## config.mk

```make
export PLATFORM = sky130hd
export DESIGN_NAME = bond_status_ctrl
export DESIGN_NICKNAME = d
export VERILOG_FILES = /design/src/rtl/bond_pkg.sv /design/src/rtl/bond_lane_fsm.sv /design/src/rtl/bond_stat_enc.sv /design/src/rtl/bond_cmd_apply.sv /design/src/rtl/bond_status_ctrl.sv
export SDC_FILE = /design/constraint.sdc
export NUM_CORES = 1
export LEC_CHECK = 0
export BUFFER_PORTS_ARGS = -buffer_cell sky130_fd_sc_hd__buf_2
export CORE_ASPECT_RATIO = 2
export CORE_MARGIN = 3
export CORE_UTILIZATION = 35
export CTS_BUF_LIST = sky130_fd_sc_hd__clkbuf_16
export DETAILED_ROUTE_END_ITERATION = 16
export GPL_ROUTABILITY_DRIVEN = 0
export PLACE_DENSITY = 0.74
export SLEW_MARGIN = 10
export SYNTH_ARGS = -nofsm -noshare
export SYNTH_HDL_FRONTEND = slang
export SYNTH_SLANG_ARGS = --single-unit
export TNS_END_PERCENT = 10
```

## constraint.sdc

```tcl
create_clock -name clk -period 2.3 [get_ports clk]
set_input_delay 0.115 -clock clk [delete_from_list [all_inputs] [get_ports clk]]
set_output_delay 0.115 -clock clk [all_outputs]
set_load 0.01 [all_outputs]
```

## src/rtl/bond_pkg.sv

```systemverilog
package bond_pkg;

    typedef enum logic [1:0] {
        L_HUNT    = 2'd0,
        L_FRAMED  = 2'd1,
        L_SEEN    = 2'd2,
        L_ALIGNED = 2'd3
    } lane_st_e;

    typedef enum logic [1:0] {
        A_IDLE     = 2'd0,
        A_INS_PEND = 2'd1,
        A_DEL_PEND = 2'd2
    } apply_st_e;

    typedef enum logic {
        E_RELEASED = 1'b0,
        E_DRIVING  = 1'b1
    } enc_st_e;

    localparam int          CODE_W    = 2;
    localparam logic [1:0]  CODE_SYNC = 2'b00;
    localparam logic [1:0]  CODE_INS  = 2'b01;
    localparam logic [1:0]  CODE_DEL  = 2'b10;
    localparam logic [1:0]  CODE_NORM = 2'b11;

endpackage

```

## src/rtl/bond_lane_fsm.sv

```systemverilog
module bond_lane_fsm
    import bond_pkg::*;
(
    input  logic clk,
    input  logic rst_n,
    input  logic framed,
    input  logic bond_seq,
    input  logic align_perm,
    output logic seen,
    output logic aligned
);

    lane_st_e st_q;
    lane_st_e st_d;

    always_ff @(posedge clk or negedge rst_n) begin
        if (!rst_n) begin
            st_q <= L_HUNT;
        end else begin
            st_q <= st_d;
        end
    end

    always_comb begin
        st_d = st_q;
        if (!framed) begin
            st_d = L_HUNT;
        end else begin
            unique case (st_q)
                L_HUNT:    st_d = L_FRAMED;
                L_FRAMED:  if (bond_seq) st_d = L_SEEN;
                L_SEEN:    if (align_perm) st_d = L_ALIGNED;
                L_ALIGNED: st_d = L_ALIGNED;
                default:   st_d = L_HUNT;
            endcase
        end
    end

    always_comb begin
        seen    = (st_q == L_SEEN) || (st_q == L_ALIGNED);
        aligned = (st_q == L_ALIGNED);
    end


    lost_framing_hunt_chk: assert property (@(posedge clk) disable iff (!rst_n)
        !$past(framed) |-> (!seen && !aligned));


    align_needs_seen_chk: assert property (@(posedge clk) disable iff (!rst_n)
        $rose(aligned) |-> ($past(seen) && $past(align_perm)));

endmodule

```

## src/rtl/bond_stat_enc.sv

```systemverilog
module bond_stat_enc
    import bond_pkg::*;
#(
    parameter int NUM_LANES = 4,
    parameter int SEL_W     = 2
) (
    input  logic                 clk,
    input  logic                 rst_n,
    input  logic                 master_n,
    input  logic                 ref_clocked,
    input  logic                 all_aligned,
    input  logic [SEL_W-1:0]     ref_sel,
    input  logic [NUM_LANES-1:0] sync_evt,
    input  logic [NUM_LANES-1:0] ins_evt,
    input  logic [NUM_LANES-1:0] del_evt,
    output logic [CODE_W-1:0]    stat_q,
    output logic                 drive
);

    enc_st_e           st_q;
    enc_st_e           st_d;
    logic [CODE_W-1:0] code_d;
    logic              drive_ok;

    always_ff @(posedge clk or negedge rst_n) begin
        if (!rst_n) begin
            st_q   <= E_RELEASED;
            stat_q <= CODE_NORM;
        end else begin
            st_q   <= st_d;
            stat_q <= code_d;
        end
    end

    always_comb begin
        drive_ok = !master_n && ref_clocked && all_aligned;
        st_d     = st_q;
        unique case (st_q)
            E_RELEASED: if (drive_ok)  st_d = E_DRIVING;
            E_DRIVING:  if (!drive_ok) st_d = E_RELEASED;
            default:    st_d = E_RELEASED;
        endcase
    end

    always_comb begin
        if (sync_evt[ref_sel]) begin
            code_d = CODE_SYNC;
        end else if (del_evt[ref_sel]) begin
            code_d = CODE_DEL;
        end else if (ins_evt[ref_sel]) begin
            code_d = CODE_INS;
        end else begin
            code_d = CODE_NORM;
        end
        drive = (st_q == E_DRIVING);
    end


    drive_only_master_chk: assert property (@(posedge clk) disable iff (!rst_n)
        drive |-> ($past(!master_n) && $past(ref_clocked) && $past(all_aligned)));


    sync_wins_chk: assert property (@(posedge clk) disable iff (!rst_n)
        $past(sync_evt[ref_sel]) |-> (stat_q == CODE_SYNC));

endmodule

```

## src/rtl/bond_cmd_apply.sv

```systemverilog
module bond_cmd_apply
    import bond_pkg::*;
#(
    parameter int NUM_LANES = 4
) (
    input  logic                 clk,
    input  logic                 rst_n,
    input  logic [CODE_W-1:0]    code,
    input  logic [NUM_LANES-1:0] frame_char,
    output logic [NUM_LANES-1:0] ins_pulse,
    output logic [NUM_LANES-1:0] del_pulse
);

    apply_st_e st_q;
    apply_st_e st_d;
    logic      ins_q;
    logic      del_q;
    logic      ins_d;
    logic      del_d;
    logic      fchar_all;

    always_ff @(posedge clk or negedge rst_n) begin
        if (!rst_n) begin
            st_q  <= A_IDLE;
            ins_q <= 1'b0;
            del_q <= 1'b0;
        end else begin
            st_q  <= st_d;
            ins_q <= ins_d;
            del_q <= del_d;
        end
    end

    always_comb begin
        fchar_all = &frame_char;
        st_d      = st_q;
        ins_d     = 1'b0;
        del_d     = 1'b0;
        unique case (code)
            CODE_SYNC: st_d = A_IDLE;
            CODE_INS:  st_d = A_INS_PEND;
            CODE_DEL:  st_d = A_DEL_PEND;
            default: begin
                unique case (st_q)
                    A_INS_PEND: begin
                        if (fchar_all) begin
                            ins_d = 1'b1;
                            st_d  = A_IDLE;
                        end
                    end
                    A_DEL_PEND: begin
                        if (fchar_all) begin
                            del_d = 1'b1;
                            st_d  = A_IDLE;
                        end
                    end
                    default: st_d = A_IDLE;
                endcase
            end
        endcase
    end

    always_comb begin
        ins_pulse = {NUM_LANES{ins_q}};
        del_pulse = {NUM_LANES{del_q}};
    end


    ins_after_pend_chk: assert property (@(posedge clk) disable iff (!rst_n)
        (|ins_pulse) |-> ($past(st_q == A_INS_PEND) && $past(code == CODE_NORM) && $past(&frame_char)));


    del_after_pend_chk: assert property (@(posedge clk) disable iff (!rst_n)
        (|del_pulse) |-> ($past(st_q == A_DEL_PEND) && $past(code == CODE_NORM) && $past(&frame_char)));


    no_ins_del_clash_chk: assert property (@(posedge clk) disable iff (!rst_n)
        !((|ins_pulse) && (|del_pulse)));


    ins_all_lanes_chk: assert property (@(posedge clk) disable iff (!rst_n)
        (ins_pulse == '0) || (&ins_pulse));

endmodule

```

## src/rtl/bond_status_ctrl.sv

```systemverilog
module bond_status_ctrl
    import bond_pkg::*;
#(
    parameter int NUM_LANES = 4,
    parameter int SEL_W     = (NUM_LANES > 1) ? $clog2(NUM_LANES) : 1
) (
    input  logic                 clk,
    input  logic                 rst_n,
    input  logic                 master_sel_n,
    input  logic                 ref_clocked,
    input  logic [SEL_W-1:0]     ref_lane_sel,
    input  logic                 bond_inhibit_n,
    input  logic [NUM_LANES-1:0] lane_framed,
    input  logic [NUM_LANES-1:0] lane_bond_seq,
    input  logic [NUM_LANES-1:0] lane_frame_char,
    input  logic [NUM_LANES-1:0] lane_sync_evt,
    input  logic [NUM_LANES-1:0] lane_ins_evt,
    input  logic [NUM_LANES-1:0] lane_del_evt,
    input  logic [1:0]           stat_in,
    output logic [1:0]           stat_out,
    output logic                 stat_oe,
    output logic                 bond_all_pd,
    output logic [NUM_LANES-1:0] lane_align_en,
    output logic [NUM_LANES-1:0] lane_insert,
    output logic [NUM_LANES-1:0] lane_delete
);

    logic [NUM_LANES-1:0] seen_vec;
    logic [NUM_LANES-1:0] aligned_vec;
    logic                 all_seen;
    logic                 all_aligned;
    logic                 ref_member;
    logic                 align_perm;
    logic [CODE_W-1:0]    enc_code;
    logic                 enc_drive;
    logic [CODE_W-1:0]    code_eff;

    always_comb begin
        all_seen    = &seen_vec;
        all_aligned = &aligned_vec;
        ref_member  = seen_vec[ref_lane_sel];
        align_perm  = ref_member && (bond_inhibit_n || all_seen);
    end

    for (genvar g = 0; g < NUM_LANES; g++) begin : g_lane
        bond_lane_fsm u_lane (
            .clk        (clk),
            .rst_n      (rst_n),
            .framed     (lane_framed[g]),
            .bond_seq   (lane_bond_seq[g]),
            .align_perm (align_perm),
            .seen       (seen_vec[g]),
            .aligned    (aligned_vec[g])
        );
    end

    bond_stat_enc #(
        .NUM_LANES (NUM_LANES),
        .SEL_W     (SEL_W)
    ) u_enc (
        .clk         (clk),
        .rst_n       (rst_n),
        .master_n    (master_sel_n),
        .ref_clocked (ref_clocked),
        .all_aligned (all_aligned),
        .ref_sel     (ref_lane_sel),
        .sync_evt    (lane_sync_evt),
        .ins_evt     (lane_ins_evt),
        .del_evt     (lane_del_evt),
        .stat_q      (enc_code),
        .drive       (enc_drive)
    );

    always_comb begin
        if (!master_sel_n) begin
            code_eff = enc_drive ? enc_code : CODE_NORM;
        end else begin
            code_eff = stat_in;
        end
    end

    bond_cmd_apply #(
        .NUM_LANES (NUM_LANES)
    ) u_apply (
        .clk        (clk),
        .rst_n      (rst_n),
        .code       (code_eff),
        .frame_char (lane_frame_char),
        .ins_pulse  (lane_insert),
        .del_pulse  (lane_delete)
    );

    always_comb begin
        stat_out      = enc_code;
        stat_oe       = enc_drive;
        bond_all_pd   = ref_clocked && !all_aligned;
        lane_align_en = aligned_vec;
    end


    inhibit_hold_chk: assert property (@(posedge clk) disable iff (!rst_n)
        ((|(aligned_vec & ~$past(aligned_vec))) && $past(!bond_inhibit_n)) |-> $past(&seen_vec));


    ref_member_chk: assert property (@(posedge clk) disable iff (!rst_n)
        (|(aligned_vec & ~$past(aligned_vec))) |-> $past(seen_vec[ref_lane_sel]));


    framing_loss_pd_chk: assert property (@(posedge clk) disable iff (!rst_n)
        ($past(!(&lane_framed)) && ref_clocked) |-> bond_all_pd);


    released_not_master_chk: assert property (@(posedge clk) disable iff (!rst_n)
        $past(master_sel_n) |-> !stat_oe);

endmodule

```

# Word level (Yosys, flattened, before mapping)
# Index checks and enable logic that the tools add are counted.
# word_totals
reg_bits,15
latch_bits,0
ram_bits,0
romBits,0
in_bits,33
output_inout_bits,16
wordCells,95
n_memories,0
# op_classes
add_sub_neg,0
n_mul,0
div,0
n_lt_le_gt_ge,1
eq_ne,25
n_shift,0
mux,35
n_bitwise,0
n_reduce_logical,25
# op_table
op,count
2-bit two-way mux,16
2-bit one-hot mux with 4 select lines,4
"3-bit != test, second input constant",8
"2-bit == test, second input constant",10
"2-bit by 1-bit == test with 1-bit output, second input constant",6
4-bit AND reduction,3
2-bit logical NOT,5
1-bit two-way mux,10
1-bit binary-select mux with 2-bit select,4
2-bit AND reduction,4
2-bit one-hot mux with 3 select lines,1
1-bit logical OR,5
"5-bit by 1-bit != test with 1-bit output, second input constant",1
1-bit logical AND,4
"2-bit by 3-bit < comparator with 1-bit output, second input constant",1
3-bit OR reduction,1
1-bit logical NOT,2
2-bit OR reduction,1

# Longest topological paths before layout
# Gate-level depths: netlist of run 1.
# logic_depth
ltp_word,8
ltp_mapped,6
mapped_depth_nobuf,6

# By module
# Synthesis of run 1 repeated with hierarchy kept, for this count alone.
# unflattened
cells_unflattened,86
area_unflattened_um2,954.7
# modules_own_cells
mod,n_inst,cells_each,area_each_um2,seq_area_each_um2
bond_lane_fsm,4,9,93.8,50.0
bond_cmd_apply,1,28,317.8,100.1
bond_stat_enc,1,11,168.9,77.6
bond_status_ctrl,1,11,92.6,0.0

# Worst setup path after synthesis of run 1
# Ideal clock, no wire load.
# synth_path
path_type,register to register
start,register u_enc.stat_q[0]
end,register u_apply.st_q[0]
setup_time_ns,0.125
t_arrival_ns,1.861
t_required_ns,2.175
setup_slack_ns,0.314
stages_incl_launch_ff,7
n_path_buf,0
period_less_slack_ns,1.986
path_cell_list,dfstp_2 nand2b_1 mux2_2 inv_1 ha_1 or4_4 mux2_4
# synth_between
elab_chain_cells,4
elab_cells_between_ends,7
classes_between,3 x eq/ne; 3 x mux; 1 x reduce/logical
# synth_lines
element,line,text
"start, declared",bond_stat_enc.sv:16,"output logic [CODE_W-1:0] stat_q,"
"start signal, assigned",bond_stat_enc.sv:31,stat_q <= code_d;
2-bit two-way mux (*),bond_status_ctrl.sv:76,code_eff = enc_drive ? enc_code : CODE_NORM;
2-bit two-way mux (*),bond_status_ctrl.sv:75,if (!master_sel_n) begin
"2-bit by 1-bit == test with 1-bit output, or another cell as far along",bond_cmd_apply.sv:39,unique case (code)
5-bit by 1-bit != test with 1-bit output (no source line) or 2-bit one-hot mux with 3 select lines (tied branches),--,
"end signal, assigned",bond_cmd_apply.sv:28,st_q <= st_d;
"end, declared",bond_cmd_apply.sv:14,apply_st_e st_q;
# Mark *: on every way between the ends. The rest lies on a longest branch, timed or not.
# A chain may end at the register's enable or synchronous reset.

# Worst setup path after layout of run 1
# Same ends and word-level chain as after synthesis.

==> results of run 1 <==
-- per-stage QoR --
step                      utilization, %  setup slack, ps  total power, uW  cell area [um^2]
after floorplan                        -              314              381               960
after global routing                47.4              199              810              1230
after detailed placement            44.0              284              436              1140
after CTS                           47.4              272              778              1230
after global placement              44.0              332              428              1140
final                               47.4              282              763              1230
-- worst register-to-register path, stage by stage (launching register included) --
cell and delay [ps]:
dfstp_2 520, nand2b_1 90, mux2_2 180, inv_1 60
ha_1 190, or4_4 550, mux2_4 310
-- sequential cells by signal, indices dropped and copies added, names as in the netlist --
register            count
g_lane.u_lane.st_q      8
u_apply.st_q            2
u_enc.stat_q            2
u_apply.del_q           1
u_apply.ins_q           1
u_enc.drive             1
-- metal layers --
| layer | wire (um) | track usage, % | vias up |
|---|---|---|---|
| met1 | 683 | 14.9 | 376 |
| li1 | - | - | 378 |
| met3 | 167 | 2.24 | 4 |
| met2 | 1200 | 26.8 | 40 |
| met5 | 0 | 0 | - |
| met4 | 20 | 5.44 | 0 |
-- how the worst max path moves through the flow --
stage,cells after the start,endpoint
after floorplan,6,u_apply.st_q[0]
after CTS,6,u_apply.st_q[0]
after detailed placement,6,u_apply.st_q[1]
after global placement,6,u_apply.st_q[0]
final,6,u_apply.st_q[0]
after global routing,6,u_apply.st_q[0]
-- kinds of logic after synthesis --
family / share of synthesized area (%)
buffers and inverters: 11.7
adders and majority gates: 7.82
AOI/OAI and AO/OA: 9.00
DFF: 39.4
and+or+nand+nor: 16.0
muxes: 16.0
-- final cells by class --
cell class                      instances  area share [%]
Timing Repair Buffer                   49            20.3
Clock buffer                            3            6.09
Inverter                                6            1.83
Clock inverter                          1           0.304
Tap cell                               28            2.84
Multi-Input combinational cell         54            38.0
Sequential cell                        15            30.6
-- report_power, final --
group          internal, uW  total (uW)  switching, uW  leakage, uW
combinational          70.4         125           54.1     0.000448
clock                   230         331            101    0.0000423
sequential              288         307           19.5     0.000191
-- layout by cell type, fill, tap and decap left out --
master,netlist,layout
a41o_1,1,1
mux4_2,1,1
and2_1,4,4
and3b_1,1,1
nor2_1,1,1
nand3b_1,1,1
dfstp_2,2,2
mux2_4,2,2
buf_2,0,48
inv_1,6,7
nand2b_1,2,2
a31oi_1,1,1
ha_1,6,6
o21ai_0,3,3
mux4_1,3,3
nand2_1,5,5
dfrtp_1,13,13
and4_4,1,1
clkbuf_16,0,3
a21oi_1,11,11
or4_4,1,1
dlygate4sd3_1,0,1
and4_1,1,1
nor2b_1,5,5
mux2_2,2,2
and3_2,2,2
==> results.cfg, run 1 <==
[global_routing]
overflow = 0
grt_usage_pct = 14.1
grt_pass1_vias = 843
grt_max_degree = 16
grt_pass1_wl_um = 3690
antenna_found_initial = 0

[yosys]
ys_ff_latch = 15
syn-mean-instance-area_um2 = 11.0
yosysTopAreaCell = dfrtp_1
synth-async-reset-ratio_pct = 100
synthFlopType = dfrtp_1
synth_edf_count = 0
ys_types = 24
post-synth-top-count-cell = dfrtp_1
yosysSeqAreaShare_pct = 39.4
synth_fp_nets = 126
ys_warn_count = 0
synth_cells = 87
synth_area_um2 = 960
netlist.area_leader.share_pct = 33.9
synth_area_leaders = dfrtp_1 34%, buf_4 9.4%, mux4_1 8.2%, ha_1 7.8%, a21oi_1 5.7%
synth_common_cells = 13 x dfrtp_1, 12 x buf_4, 11 x a21oi_1

[route]
drt_iter0_drc = 8
via_per_inst = 5.12
drt-total-wl_um = 2070
ant_nets = 0
wl_per_cell_um = 13.3
vias = 798
drc = 0
dr.pass1.iters = 2

[finish]
fillers = 265
fin_cells = 156
nNetsFinal = 168
multiInputGateArea_um2 = 469
area_delta_synth_final_pct = 28.6
drive_gt1_share_pct = 48.4
n_antenna_cell = 0
regArea_um2 = 378

[setup_path]
crit_path_max_fanout = 3
path_cells = nand2b_1, mux2_2, inv_1, ha_1, or4_4, mux2_4
startpoint_type = register
endpoint_kind = register
cp-startpoint = u_enc.stat_q[0]
reg2reg_from = u_enc.stat_q[0]
slowest_stage = or4_4
r2r_slack_ps = 280
crit_family = simple AND/OR/NAND/NOR gates
cp.required_ps = 2420
max_stage_delay_ps = 550
worst-setup-path-type = register to register
r2r_end = u_apply.st_q[0]
path_buf_inv = 1
rr_worst_depth = 6
crit_arrival_ps = 2140

[clocking]
holdBufCountCts = 1
ctsResizeCount = 0
clock_latency_ps = 240
numCtsBuffers = 3
cts_tree = done
cts-root-buf = clkbuf_16
clock-sinks = 15
clkTransAtPathRegs_ps = 50
htreeDepth = 1
clk_path_buf_depth = 2
postCtsSetupBuffers = 0

[timing]
fmax_mhz = 496
skew_ps = 2.06
fin_setup_tns_ps = 0
maxSlewViolCount = 0
rsz0062_at_grt = no
fin_crit_ps = 2020
tightest_slew_ps = 345
timing.hold.ws_ps = 99.7
setup_viol = 0
slew_headroom_pct = 77.0
hold_viol = 0
post-route-period-util_pct = 87.7

[placement]
post-place-cells = 151
io_buffers = 48
place_hpwl_um = 1760

[run_status]
outcome = finished clean

[power]
p_per_area_nw_per_um2 = 618
vdd_drop_max_mv = 0.388
p_leak_uw = 0.000682

[die]
io_pins = 49
start_util_pct = 36.9
dieArea_um2 = 3440
fp.dieW_um = 43.0
rows = 26
die_h_um = 80.1
core_region_area_um2 = 2600

[worst_hold_path]
min_to = g_lane[2].u_lane.st_q[0]
hold_path_class = primary input to register
worst_hold_path.num_cells = 3
hold_path_startpoint = lane_framed[2]

[run]
cap_violations = 0
Note: power is estimated with default switching activity, not from simulation.
==> inputs of run 2 (changes only) <==
- ABC_AREA: unset -> 1
- clock period: 2.3 -> 2.2 ns (I/O delays scaled with it)
==> run 2 against run 1 <==
Non-clock buffer count stayed put. Fmax is 32% higher. First-iteration DRC count grew 88%. Critical endpoint is now u_apply.st_q[1].
==> results.cfg, run 2 <==
[worst_hold_path]
hold_path_class = primary input to register
worst_hold_path.num_cells = 3

[yosys]
synth_area_um2 = 995
synth_cells = 130
yosysSeqAreaShare_pct = 38.0
synth-async-reset-ratio_pct = 100
synthFlopType = dfrtp_1
ys_warn_count = 0
post-synth-top-count-cell = nand2_1
ys_ff_latch = 15
yosysTopAreaCell = dfrtp_1
netlist.area_leader.share_pct = 32.7
ys_types = 22
synth_common_cells = 29 x nand2_1, 23 x inv_1, 13 x dfrtp_1
synth_area_leaders = dfrtp_1 33%, nand2_1 11%, buf_4 9.1%, inv_1 8.7%, ha_1 7.5%
synth_edf_count = 0
synth_fp_nets = 169
syn-mean-instance-area_um2 = 7.65

[route]
via_per_inst = 4.76
drt_iter0_drc = 15
drc = 0
wl_per_cell_um = 11.1
dr.pass1.iters = 3
ant_nets = 0
drt-total-wl_um = 2200
vias = 942

[power]
p_int_uw = 598
vdd_drop_max_mv = 0.345
power.switching_uw = 197
clkPwrFrac_pct = 43.7
p_leak_uw = 0.000728
netSwitchingFraction_pct = 24.8
seq_power_share_pct = 39.8
combPwrFrac_pct = 16.6
p_per_area_nw_per_um2 = 633

[setup_path]
path_cells = nand2_1, o22ai_1, inv_1, ha_1, nor3_1, nand2_1, nand2_1, o21ai_0
startpoint_type = register
worst-setup-path-type = register to register
crit_arrival_ps = 1650
rr_worst_depth = 8
cp.required_ps = 2320
crit_path_max_fanout = 4
slowest_stage = dfrtp_1
cp_common_cell = nand2_1
endpoint_kind = register
max_stage_delay_ps = 330

[timing]
tightest_slew_ps = 341
setup_viol = 0
maxSlewViolCount = 0
fin_crit_ps = 1530
fmax_mhz = 653
skew_ps = 0.883
rsz0062_at_grt = no
post-route-period-util_pct = 69.6
fin_setup_tns_ps = 0
slew_headroom_pct = 77.3
hold_viol = 0

[global_routing]
grt_pass1_vias = 945
antenna_found_initial = 0
overflow = 0
grt_usage_pct = 14.3
grt_pass1_wl_um = 3720
grt_max_degree = 16

[placement]
post-place-cells = 193
place_hpwl_um = 1840
io_buffers = 48

[finish]
top_register = g_lane.u_lane.st_q
layout_common_cells = 48 x buf_2, 29 x nand2_1, 24 x inv_1, 13 x dfrtp_1
drive_gt1_share_pct = 33.5
top_regs = g_lane.u_lane.st_q (8), u_apply.st_q (2), u_enc.stat_q (2)
nNetsFinal = 210
n_antenna_cell = 0
final_common_cell = buf_2
largest_reg_flops = 8
fin_cells = 198
area_delta_synth_final_pct = 26.4

[clocking]
clock-sinks = 15
clkTransAtPathRegs_ps = 50
htreeDepth = 1
cts_tree = done
numCtsBuffers = 3
clock_latency_ps = 240
clk_path_buf_depth = 2
cts-root-buf = clkbuf_16

[die]
io_pins = 49
core_region_area_um2 = 2640
dieArea_um2 = 3560
fp.dieW_um = 43.7
start_util_pct = 37.7
die_h_um = 81.4
rows = 26

[run]
cap_violations = 0

[run_status]
outcome = finished clean
## run 2: final cells by class
| class | instances | area, um^2 |
|---|---|---|
| fill | 264 | 1380 |
| clock buffer | 3 | 75.1 |
| multi-input combinational | 78 | 418 |
| timing repair buffer | 49 | 250 |
| tap | 28 | 35.0 |
| sequential | 15 | 378 |
| clock inverter | 1 | 3.75 |
| inverter | 24 | 97.6 |
## run 2: worst max-delay path: cells and delay by family (launching register included)
kind | cells | cell delay, ps
buf+inv | 1 | 100
fa+ha+maj | 1 | 290
compound gates | 2 | 290
simple gates | 4 | 390
flops | 1 | 330
## run 2: stage by stage
step	total power (uW)	setup slack (ps)	instance area, um^2	utilization (%)	hold slack [ps]
2_1_floorplan	397	733	995	-	-186
3_3_place_gp	449	723	1170	44.3	28.1
3_5_place_dp	453	627	1170	44.3	34.8
4_1_cts	807	631	1260	47.7	91.9
5_1_grt	845	374	1260	47.7	114
6_report	796	669	1260	47.7	95.3
## run 2: what timing repair did
action,in CTS,in global routing
endpoints found under the hold margin,13,0
buffers inserted,0,0
hold buffers,1,0
resized for setup,0,0
## run 2: path summary, 6_finish.rpt
kind                                       endpoint  slack [ps]                     start
setup / recovery                    u_apply.st_q[1]         670               u_enc.drive
hold / removal                          u_enc.drive         100               ref_clocked
setup reg to reg                    u_apply.st_q[1]         670               u_enc.drive
hold reg to reg            g_lane[2].u_lane.st_q[1]         560  g_lane[2].u_lane.st_q[0]
max in group asynchronous           u_enc.stat_q[0]        1600                     rst_n
min in group asynchronous               u_enc.drive         300                     rst_n
## run 2: power by group through the flow
stage / Clock [uW] / Combinational [uW] / Sequential, uW
2_1_floorplan: 0 / 78.9 / 318
3_3_place_gp: 0 / 130 / 320
3_5_place_dp: 0 / 132 / 320
4_1_cts: 356 / 135 / 316
5_1_grt: 371 / 155 / 319
6_report: 348 / 132 / 317
## run 2: cells by family (layout without fill, tap and decap cells)
| family | Yosys count | after routing | synth area share (%) |
|---|---|---|---|
| simple gates | 50 | 50 | 22.5 |
| buf+inv | 37 | 77 | 20.0 |
| compound gates | 22 | 22 | 12.0 |
| flops | 15 | 15 | 38.0 |
| fa+ha+maj | 6 | 6 | 7.55 |
## run 2: metal layers
layer	part of all wire [%]	up-vias	global-route usage, %
met5	0	-	0
met4	2.5	0	8.16
met3	8.8	5	3.77
met2	55	44	27.0
met1	34	414	12.7
li1	-	479	-
==> inputs of run 3 (changes only) <==
- ABC_AREA: 1 -> 0
- PLACE_DENSITY: 0.74 -> 0.77
- clock period: 2.2 -> 1.3 ns (I/O delays scaled with it)
==> run 3 against run 2 <==
The flow now finishes with violations (negative setup slack). Critical path depth down 2. Setup slack worse by 1300 ps. Global-route usage up 1.1 points. Sequential power up 69%. Clock skew up 2.5 ps. Sequential share of layout area down 2.5 points. Power up 81%. Core utilization up 5.2 points. Critical path type unchanged.
==> results.cfg, run 3 (synthesis gave the netlist of run 1 again) <==
[run_status]
outcome = finished, violations left
violations = negative setup slack

[die]
start_util_pct = 36.9
io_pins = 49
core_region_area_um2 = 2600
fp.dieW_um = 43.0
rows = 26
die_h_um = 80.1
dieArea_um2 = 3440

[timing]
post-route-period-util_pct = 152
rsz0062_at_grt = yes
tightest_slew_ps = 349
slew_headroom_pct = 76.8
hold_viol = 0
timing.hold.ws_ps = 47.0
fin_crit_ps = 1980
setup_viol = 3
maxSlewViolCount = 0
worst_slack_ps = -676
skew_ps = 3.40
fmax_mhz = 506

[finish]
nNetsFinal = 179
fillers = 235
multiInputGateArea_um2 = 519
drive_gt1_share_pct = 60.4
area_delta_synth_final_pct = 43.5
regArea_um2 = 379
fin_cells = 167
n_antenna_cell = 0
final_common_cell = buf_2
layout_common_cells = 48 x buf_2, 12 x dfrtp_1, 10 x a21oi_1, 10 x buf_4
top_register = g_lane.u_lane.st_q
top_regs = g_lane.u_lane.st_q (8), u_apply.st_q (2), u_enc.stat_q (2)
largest_reg_flops = 8

[clocking]
htreeDepth = 1
cts_tree = done
clock-sinks = 15
numCtsBuffers = 3
clkTransAtPathRegs_ps = 50
cts-root-buf = clkbuf_16
clk_path_buf_depth = 2
clock_latency_ps = 250

[setup_path]
crit_path_max_fanout = 3
r2r_end = u_apply.st_q[1]
startpoint_type = register
worst-setup-path-type = register to register
cp.required_ps = 1430
endpoint_kind = register
r2r_slack_ps = -680
rr_worst_depth = 6
crit_arrival_ps = 2110
reg2reg_from = u_enc.stat_q[1]

[global_routing]
grt_usage_pct = 15.3
overflow = 0
grt_pass1_vias = 921
grt_max_degree = 16
antenna_found_initial = 0
grt_pass1_wl_um = 3880

[placement]
place_hpwl_um = 1930
post-place-cells = 160
io_buffers = 48

[worst_hold_path]
min_to = g_lane[0].u_lane.st_q[1]
hold_path_class = primary input to register
worst_hold_path.num_cells = 2
hold_path_startpoint = lane_framed[0]

[route]
drc = 0
via_per_inst = 4.99
wl_per_cell_um = 14.4
ant_nets = 0
vias = 833
drt-total-wl_um = 2400
drt_iter0_drc = 3
dr.pass1.iters = 2

[power]
p_leak_uw = 0.000746
p_per_area_nw_per_um2 = 1040
vdd_drop_max_mv = 0.789

[run]
cap_violations = 0
## run 3: area by class of cell
| class | count | share of cell area [%] |
|---|---|---|
| tap | 28 | 2.54 |
| clock inverter | 1 | 0.363 |
| multi-input combinational | 54 | 37.7 |
| timing repair buffer | 60 | 24.4 |
| inverter | 6 | 2.00 |
| sequential | 15 | 27.5 |
| clock buffer | 3 | 5.45 |
## run 3: worst max-delay path, cell delays in order, from the launching register on
cell and delay [ps]:
dfstp_2 520, nand2b_4 110, mux2_4 180, inv_4 50, ha_4 150, or4_4 530, mux2_4 320
## run 3: worst max path at each step
| stage | start | end | slack [ps] | cells after the start |
|---|---|---|---|---|
| 2_1_floorplan | u_enc.stat_q[0] | u_apply.st_q[0] | -670 | 6 |
| 3_3_place_gp | u_enc.stat_q[0] | u_apply.st_q[0] | -650 | 5 |
| 3_5_place_dp | u_enc.stat_q[0] | u_apply.st_q[1] | -730 | 5 |
| 4_1_cts | u_enc.stat_q[1] | u_apply.st_q[1] | -670 | 5 |
| 5_1_grt | u_enc.stat_q[1] | u_apply.st_q[0] | -710 | 6 |
| 6_report | u_enc.stat_q[1] | u_apply.st_q[1] | -680 | 6 |
## run 3: per-layer routing
metal	share of wire, %	GRT usage [%]	up-vias
met5	0	0	-
met4	1.3	5.44	0
met3	7.8	3.59	3
met2	59	31.5	42
met1	32	13.4	392
li1	-	-	396
## run 3: timing repair
action,in CTS,in global routing
pin swaps,3,1
setup endpoints to repair,7,5
endpoints found under the hold margin,13,0
gates resized for setup,14,1
hold buffers,1,0
buffers inserted,2,0
## run 3: metrics by stage
stage / utilization (%) / power (uW) / setup TNS, ps / worst slack (ps) / cell area, um^2
finish: 52.9 / 1440 / -1490 / -676 / 1380
global route: 52.9 / 1500 / -1650 / -707 / 1380
CTS: 52.8 / 1450 / -1480 / -671 / 1370
detailed placement: 46.7 / 808 / -1610 / -733 / 1220
global placement: 46.7 / 789 / -1360 / -650 / 1220
floorplan: - / 675 / -1340 / -670 / 963
## run 3: where the power goes
group | internal (uW) | leakage [uW] | switching, uW
Sequential | 509 | 0.000190 | 27.9
Clock | 411 | 0.0000409 | 199
Combinational | 167 | 0.000515 | 125
Total | 1090 | 0.000746 | 352
